File: src/rtl/lms_pkg.sv
package lms_pkg;
  typedef enum logic [2:0] {
    OP_IF    = 3'd0,
    OP_ELSE  = 3'd1,
    OP_ENDC  = 3'd2,
    OP_BRK   = 3'd3,
    OP_IFBRK = 3'd4,
    OP_LOOP  = 3'd5,
    OP_KILL  = 3'd6,
    OP_NONE  = 3'd7
  } lms_op_e;
endpackage

File: src/rtl/lms_mask_alu.sv
module lms_mask_alu
  import lms_pkg::*;
#(
  parameter int LANES    = 64,
  parameter int KILL_BIT = 31
) (
  input  logic [LANES-1:0] cur_mask,
  input  logic [2:0]       code,
  input  logic [LANES-1:0] opnd_a,
  input  logic [LANES-1:0] opnd_b,
  output logic [LANES-1:0] nxt_mask,
  output logic [LANES-1:0] ret_val,
  output logic             is_loop
);
  lms_op_e op;
  logic [LANES-1:0] merged;

  always_comb begin
    op       = lms_op_e'(code);
    merged   = cur_mask | opnd_a;
    nxt_mask = cur_mask;
    ret_val  = cur_mask;
    is_loop  = 1'b0;
    unique case (op)
      OP_IF: begin
        nxt_mask = cur_mask & opnd_a;
        ret_val  = cur_mask & ~opnd_a;
      end
      OP_ELSE: begin
        nxt_mask = merged ^ cur_mask;
        ret_val  = cur_mask;
      end
      OP_ENDC: begin
        nxt_mask = merged;
        ret_val  = merged;
      end
      OP_BRK:   ret_val = cur_mask | opnd_b;
      OP_IFBRK: ret_val = opnd_a | opnd_b;
      OP_LOOP: begin
        nxt_mask = cur_mask & ~opnd_a;
        ret_val  = cur_mask & ~opnd_a;
        is_loop  = 1'b1;
      end
      OP_KILL: begin
        nxt_mask = opnd_a[KILL_BIT] ? '0 : cur_mask;
        ret_val  = opnd_a[KILL_BIT] ? '0 : cur_mask;
      end
      default: begin
        nxt_mask = cur_mask;
        ret_val  = cur_mask;
      end
    endcase
  end
endmodule

File: src/rtl/lms_zero_tree.sv
module lms_zero_tree #(
  parameter int LANES = 64,
  parameter int CHUNK = 8
) (
  input  logic [LANES-1:0] vec,
  output logic             any_set
);
  localparam int NCHUNK = LANES / CHUNK;
  logic [NCHUNK-1:0] part;

  for (genvar g = 0; g < NCHUNK; g++) begin : g_chunk
    assign part[g] = |vec[g*CHUNK +: CHUNK];
  end

  assign any_set = |part;
endmodule

File: src/rtl/lms_skip_judge.sv
module lms_skip_judge #(
  parameter int LEN_W    = 8,
  parameter int SKIP_MIN = 12
) (
  input  logic             none_active,
  input  logic [LEN_W-1:0] len,
  output logic             worth_skip
);
  localparam logic [LEN_W-1:0] MIN_LEN = LEN_W'(SKIP_MIN);
  assign worth_skip = none_active && (len >= MIN_LEN);
endmodule

File: src/rtl/lane_mask_unit.sv
module lane_mask_unit
  import lms_pkg::*;
#(
  parameter int LANES    = 64,
  parameter int CHUNK    = 8,
  parameter int LEN_W    = 8,
  parameter int SKIP_MIN = 12,
  parameter int KILL_BIT = 31
) (
  input  logic             clk,
  input  logic             rst_n,
  input  logic             op_valid,
  output logic             op_ready,
  input  logic [2:0]       op_code,
  input  logic [LANES-1:0] op_a,
  input  logic [LANES-1:0] op_b,
  output logic             res_valid,
  input  logic             res_ready,
  output logic [LANES-1:0] res_data,
  input  logic [LEN_W-1:0] body_len,
  output logic [LANES-1:0] lane_mask,
  output logic             mask_zero,
  output logic             loop_again,
  output logic             skip_hint
);
  logic [LANES-1:0] mask_q, nxt_mask, ret_val, res_q;
  logic             rv_q, loop_q, is_loop, any_set, accept;

  assign op_ready = !rv_q || res_ready;
  assign accept   = op_valid && op_ready;

  lms_mask_alu #(.LANES(LANES), .KILL_BIT(KILL_BIT)) u_alu (
    .cur_mask (mask_q),
    .code     (op_code),
    .opnd_a   (op_a),
    .opnd_b   (op_b),
    .nxt_mask (nxt_mask),
    .ret_val  (ret_val),
    .is_loop  (is_loop)
  );

  lms_zero_tree #(.LANES(LANES), .CHUNK(CHUNK)) u_zero (
    .vec     (mask_q),
    .any_set (any_set)
  );

  lms_skip_judge #(.LEN_W(LEN_W), .SKIP_MIN(SKIP_MIN)) u_skip (
    .none_active (!any_set),
    .len         (body_len),
    .worth_skip  (skip_hint)
  );

  always_ff @(posedge clk) begin
    if (!rst_n) begin
      mask_q <= '1;
      res_q  <= '0;
      rv_q   <= 1'b0;
      loop_q <= 1'b0;
    end else begin
      if (accept) begin
        mask_q <= nxt_mask;
        res_q  <= ret_val;
        rv_q   <= 1'b1;
        loop_q <= is_loop && (nxt_mask != '0);
      end else if (res_ready) begin
        rv_q   <= 1'b0;
      end
    end
  end

  assign lane_mask  = mask_q;
  assign res_data   = res_q;
  assign res_valid  = rv_q;
  assign loop_again = loop_q;
  assign mask_zero  = !any_set;
endmodule

File: config.mk
export PLATFORM = sky130hd
export DESIGN_NAME = lane_mask_unit
export DESIGN_NICKNAME = d
export VERILOG_FILES = /design/src/rtl/lms_pkg.sv /design/src/rtl/lms_mask_alu.sv /design/src/rtl/lms_zero_tree.sv /design/src/rtl/lms_skip_judge.sv /design/src/rtl/lane_mask_unit.sv
export SDC_FILE = /design/constraint.sdc
export NUM_CORES = 1
export LEC_CHECK = 0
export BUFFER_PORTS_ARGS = -buffer_cell sky130_fd_sc_hd__buf_2
export CAP_MARGIN = 40
export CORE_UTILIZATION = 50
export CTS_CLUSTER_DIAMETER = 120
export DETAILED_ROUTE_END_ITERATION = 6
export PLACE_DENSITY = 0.8
export SYNTH_ARGS = -nofsm -noshare
export SYNTH_HDL_FRONTEND = slang
export SYNTH_SLANG_ARGS = --single-unit
File: constraint.sdc
create_clock -name clk -period 4.14 [get_ports clk]
set_input_delay 0.828 -clock clk [delete_from_list [all_inputs] [get_ports clk]]
set_output_delay 0.828 -clock clk [all_outputs]
set_load 0.05 [all_outputs]
==> results of run 1 <==
[registers in the layout (all words and copies together), names as in the netlist]
register and flops:
res_valid 1, lane_mask 64, loop_again 1, res_data 64
[cell families (layout without fill, tap and decap cells)]
family	after synthesis	count (layout)	share of synthesized area
buf+inv	127	350	0.0641
fa+ha+maj	4	4	0.00631
mux	4	4	0.00505
simple gates	324	324	0.186
compound gates	487	487	0.410
flops	130	130	0.328
[report_power, final]
part,switching [mW],internal [mW],leakage (nW)
sequential,0.149,1.38,1.08
combinational,1.03,0.447,2.93
clock,0.566,0.767,0.251
[worst paths after layout]
check                              startpoint     endpoint  slack, ns  cells after the start
worst max-delay path            lane_mask[19]    skip_hint       0.67                      5
worst min-delay path              res_data[8]  res_data[8]       0.49                      2
worst max register to register   lane_mask[1]   loop_again       1.98                      7
worst min register to register    res_data[8]  res_data[8]       0.49                      2
[stage by stage]
step / setup WS [ns] / area, sq um / power [mW] / cells / hold slack (ns)
floorplan: 0.0860 / 7930 / 2.56 / 1076 / 0.715
global route: 0.512 / 10000 / 4.52 / 1510 / 0.516
detailed placement: 0.354 / 9500 / 3.00 / 1479 / 0.488
finish: 0.674 / 10000 / 4.34 / 1510 / 0.493
global placement: 0.419 / 9470 / 2.97 / 1477 / 0.484
CTS: 0.716 / 10000 / 4.32 / 1510 / 0.496
[routing by layer]
metal / track usage / up-vias / wire length, microns
met5: 0 / - / 0
met4: 0.140 / 0 / 879
met3: 0.0609 / 66 / 2940
met2: 0.585 / 617 / 14100
met1: 0.469 / 4547 / 12200
li1: - / 4605 / -
[layout by cell type, fill, tap and decap left out, drive strengths merged, types with 3 or more instances in the layout]
| master | n |
|---|---|
| buf | 304 |
| dfxtp | 130 |
| o21ai | 125 |
| nand2 | 116 |
| a21oi | 106 |
| nor2 | 105 |
| a211oi | 63 |
| a222oi | 61 |
| o211ai | 38 |
| nand3 | 34 |
| a31oi | 27 |
| nor4 | 22 |
| clkbuf | 20 |
| inv | 15 |
| a32oi | 14 |
| o22ai | 14 |
| nand4 | 12 |
| nor4b | 9 |
| clkinv | 8 |
| nor2b | 6 |
| a21o | 6 |
| o2111ai | 4 |
| mux2i | 4 |
| ha | 4 |
| and2 | 4 |
| nand2b | 3 |
| a2111oi | 3 |
| a2bb2oi | 3 |
| nand3b | 3 |
| o41ai | 3 |
| clkinvlp | 3 |
| a21boi | 3 |
[worst register-to-register path, stage by stage, from the launching register on]
cell	delay, ns
dfxtp_1	0.48
nor4bb_1	0.12
a2111oi_0	0.35
a221oi_1	0.13
nor4_1	0.31
nand4_1	0.15
nand4bb_1	0.26
o31a_1	0.26
[area by class of cell]
| type | count | area [sq um] | share of cell area |
|---|---|---|---|
| clock buffer | 20 | 447 | 0.0446 |
| tap | 211 | 264 | 0.0264 |
| multi-input combinational | 819 | 4860 | 0.485 |
| sequential | 130 | 2600 | 0.260 |
| clock inverter | 11 | 66.3 | 0.00662 |
| timing repair buffer | 304 | 1720 | 0.172 |
| inverter | 15 | 56.3 | 0.00562 |
==> flow_metrics.tcl, run 1 <==
set metrics [dict create \
    status "completed" \
    clk_latency_ns 0.43 \
    avgViaCountPerCell 6.51 \
    synth-edff-count 0 \
    cp_max_fo 6 \
    synth_common_cells "130 x dfxtp_1, 121 x o21ai_0, 116 x nand2_1" \
    slew_headroom 0.374 \
    yosysMostFrequentCell "dfxtp_1" \
    synth.avg_cell_area_sq_um 7.37 \
    finClkSkew_ns 0.00664 \
    antenna_cells 0 \
    finalMaxSlewViolations 0 \
    syn_to_final_growth_pct 26.4 \
    drc_errors 0 \
    place_congestion 0.903 \
    netlist_instances 1076 \
    crit_buf_inv 1 \
    synth_cell_types 58 \
    fin_util 0.654 \
    grt_pass1_wl_mm 46.0 \
    num_vias 9835 \
    cts_tree "done" \
    rows 45 \
    hp-class "reg -> reg" \
    tightest_slew_ns 0.938 \
    startpoint_type "register" \
    cts.sink_count 130 \
    yosys.area.top_type_share 0.328 \
    wl_mm 30.2 \
    drt-initial-drc-count 1508 \
    slowest_stage "nor4_1" \
    final_layout_size_suffix_gt1_frac 0.267 \
    antenna_found_initial 0 \
    die-area_sq_um 16400 \
    io_buffer_count 273 \
    period_needed_ns 3.47 \
    track_usage 0.357 \
    synth_top_area_cell "dfxtp_1" \
    synth.area.top_cells "dfxtp_1 33%, a222oi_1 7.7%, o21ai_0 7.6%" \
    synth-async-reset-ratio 0 \
    critical_path.max_stage_delay_ns 0.69 \
    first_global_vias 8635 \
    post_cts_buffers 0 \
    required_ns 3.31 \
    synth_warnings 0 \
    die_h_microns 128 \
    drt_first_pass_iters 7 \
    peakVddDrop_v 0.000295 \
    rsz0062_at_grt "no" \
    max_freq_mhz 289 \
    clock_tree.buffer_depth 2 \
    start_util 0.518 \
    syn-cell-area_sq_um 7930 \
    ctsResizeCount 0 \
    place_hpwl_mm 20.8 \
    die_w_microns 128 \
    ys_seq_elements 130 \
    ant_nets 0 \
    numCtsBuffers 17 \
    finalSetupViolCount 0 \
    ios 276 \
    finalSetupTns_ns 0 \
    coreArea_sq_um 15300 \
    wl_per_cell_microns 20.0 \
    layout.nets 1434 \
    syn-num-nets 1223 \
    gr-total-overflow 0 \
    ctsHoldBuffers 0 \
    synth_seq_area_share 0.328 \
    maxCapViolations 0 \
    path_cells "nor4_1 > nand4_1 > nor4_2 > a21boi_0 > buf_2" \
    cellLeakagePower_nw 4.27 \
    grt_max_degree 86 \
    htree_levels 4 \
    worstSetupPathType "reg -> out" \
    critPathArrivalTime_ns 2.64 \
    cp-end-kind "output pin" \
    powerDensity_nw_per_um2 433 \
    fillers 1382 \
    hold_violations 0 \
    cts-root-buf "clkbuf_16" \
    period_share 0.837 \
    clk_pin_slew_ns 0.06 \
    crit_family "simple AND/OR/NAND/NOR gates" \
    ys_dominant_reg_cell "dfxtp_1" \
]
(Power assumes the default switching activity.)
==> run 2: changes to the inputs <==
--- a/config.mk
+++ b/config.mk
@@ -7,10 +7,10 @@
 export LEC_CHECK = 0
 export BUFFER_PORTS_ARGS = -buffer_cell sky130_fd_sc_hd__buf_2
 export CAP_MARGIN = 40
-export CORE_UTILIZATION = 50
+export CORE_UTILIZATION = 46
 export CTS_CLUSTER_DIAMETER = 120
 export DETAILED_ROUTE_END_ITERATION = 6
-export PLACE_DENSITY = 0.8
+export PLACE_DENSITY = 0.77
 export SYNTH_ARGS = -nofsm -noshare
 export SYNTH_HDL_FRONTEND = slang
 export SYNTH_SLANG_ARGS = --single-unit
==> constraint.sdc (replaced) <==
create_clock -name clk -period 3 [get_ports clk]
set_input_delay 0.6 -clock clk [delete_from_list [all_inputs] [get_ports clk]]
set_output_delay 0.6 -clock clk [all_outputs]
set_load 0.05 [all_outputs]
==> flow_metrics.tcl, run 2 (synthesis gave the netlist of run 1 again) <==
set metrics [dict create \
    max_freq_mhz 342 \
    tightest_slew_ns 0.499 \
    required_ns 2.40 \
    crit_family "simple AND/OR/NAND/NOR gates" \
    finClkSkew_ns 0.00789 \
    cp_max_fo 7 \
    antenna_found_initial 0 \
    whs_endpoint "res_valid" \
    num_vias 10331 \
    syn_to_final_growth_pct 38.1 \
    crit_buf_inv 2 \
    wl_per_cell_microns 19.1 \
    status "completed" \
    whs_path_depth 3 \
    hold_violations 0 \
    cellLeakagePower_nw 4.81 \
    grt_pass1_wl_mm 48.4 \
    clk_latency_ns 0.43 \
    cts_tree "done" \
    cp-end-kind "output pin" \
    critical_path.max_stage_delay_ns 0.42 \
    regToRegEndpoint "loop_again" \
    maxCapViolations 0 \
    reg2regPathDepth 7 \
    powerDensity_nw_per_um2 587 \
    drt_first_pass_iters 6 \
    layout_common_cells "272 x buf_2, 130 x dfxtp_1, 121 x o21ai_0, 118 x buf_4, 115 x nand2_1" \
    gr-total-overflow 0 \
    period_needed_ns 2.92 \
    timing.critical_path.mode_cell "buf_4" \
    reg2reg_slack_ns 0.85 \
    worstSetupPathType "reg -> out" \
    htree_levels 4 \
    die_h_microns 133 \
    finalSetupViolCount 0 \
    place_congestion 0.950 \
    rsz0062_at_grt "no" \
    avgViaCountPerCell 6.39 \
    cts.sink_count 130 \
    r2r_start "lane_mask[1]" \
    coreArea_sq_um 16700 \
    slowest_stage "nor4_4" \
    ctsHoldBuffers 0 \
    startpoint_type "register" \
    p_total_mw 6.42 \
    slew_headroom 0.667 \
    cts-root-buf "clkbuf_16" \
    drt-initial-drc-count 1435 \
    layout.cells.most_common "buf_2" \
    track_usage 0.341 \
    layout.nets 1532 \
    clock_tree.buffer_depth 2 \
    io_buffer_count 273 \
    design_area_sq_um 10900 \
    min_from "op_valid" \
    rows 47 \
    first_global_vias 9161 \
    grt_max_degree 81 \
    finalMaxSlewViolations 0 \
    antenna_cells 0 \
    die_w_microns 133 \
    die-area_sq_um 17800 \
    place_hpwl_mm 22.2 \
    peakVddDrop_v 0.000426 \
    start_util 0.475 \
    critPathArrivalTime_ns 2.32 \
    final_layout_size_suffix_gt1_frac 0.328 \
    ant_nets 0 \
    period_share 0.974 \
    numCtsBuffers 17 \
    drc_errors 0 \
    place_area_sq_um 10300 \
    wl_mm 31.0 \
    ios 276 \
    clk_pin_slew_ns 0.06 \
    hp-class "in -> reg" \
    path_cells "nor4_2 > buf_4 > nand4_1 > nor4_4 > a21boi_2 > buf_4" \
]
-- run 2: cell types whose count changed in the layout (fill, tap and decap cells not counted), moves of 2 or more --
cell | before | now
buf_4 | 22 | 118
nor4_2 | 1 | 8
buf_12 | 8 | 11
clkinv_2 | 7 | 5
clkbuf_8 | 1 | 3
nor4_1 | 21 | 13
bufinv_16 | 0 | 2
-- run 2: cell type report --
type,count,area (sq um)
multi-input combinational,819,4930
fill,1496,5760
timing repair buffer,402,2490
sequential,130,2600
tap,220,275
clock buffer,21,470
inverter,15,56.3
clock inverter,10,109
-- run 2: what timing repair did --
action | 4_1_cts | 5_1_grt
pin swaps | 2 | 2
resized for setup | 4 | 9
buffers inserted | 0 | 0
setup endpoints to repair | 2 | 2
gates cloned | 0 | 0
-- run 2: report_power, final --
part,internal (mW),switching [mW],total (mW)
combinational,0.786,1.49,2.27
sequential,1.90,0.198,2.10
clock,1.28,0.776,2.05
-- run 2: per-stage QoR --
step                      worst slack, ns  hold slack, ns  TNS, ns  std cells  utilization
after detailed placement           -0.296           0.490   -0.296       1586        0.617
after CTS                         0.00823           0.441        0       1617        0.653
final                              0.0771           0.452        0       1617        0.655
after global routing              0.00988           0.473        0       1617        0.655
after global placement             -0.234           0.480   -0.234       1585        0.615
after floorplan                   0.00965           0.715        0       1076            -
-- run 2: worst max path at each step --
stage	from	to	cells past startpoint
floorplan	op_code[0]	loop_again	14
global placement	op_code[1]	loop_again	11
detailed placement	op_code[1]	loop_again	11
CTS	lane_mask[15]	skip_hint	5
global route	op_code[0]	loop_again	13
finish	lane_mask[33]	skip_hint	6
-- run 2: worst register-to-register path: stages, from the launching register on --
cell and delay [ns]:
dfxtp_1 0.46, nor4bb_1 0.11, a2111oi_0 0.38, a221oi_1 0.13, nor4_1 0.30, nand4_1 0.14, nand4bb_1 0.25, o31a_1 0.25
-- run 2: per-layer routing --
metal,part of all wire,global-route usage,vias up
li1,-,-,4812
met2,0.46,0.535,648
met3,0.093,0.0567,89
met1,0.42,0.453,4782
met4,0.036,0.167,0
met5,0,0,-
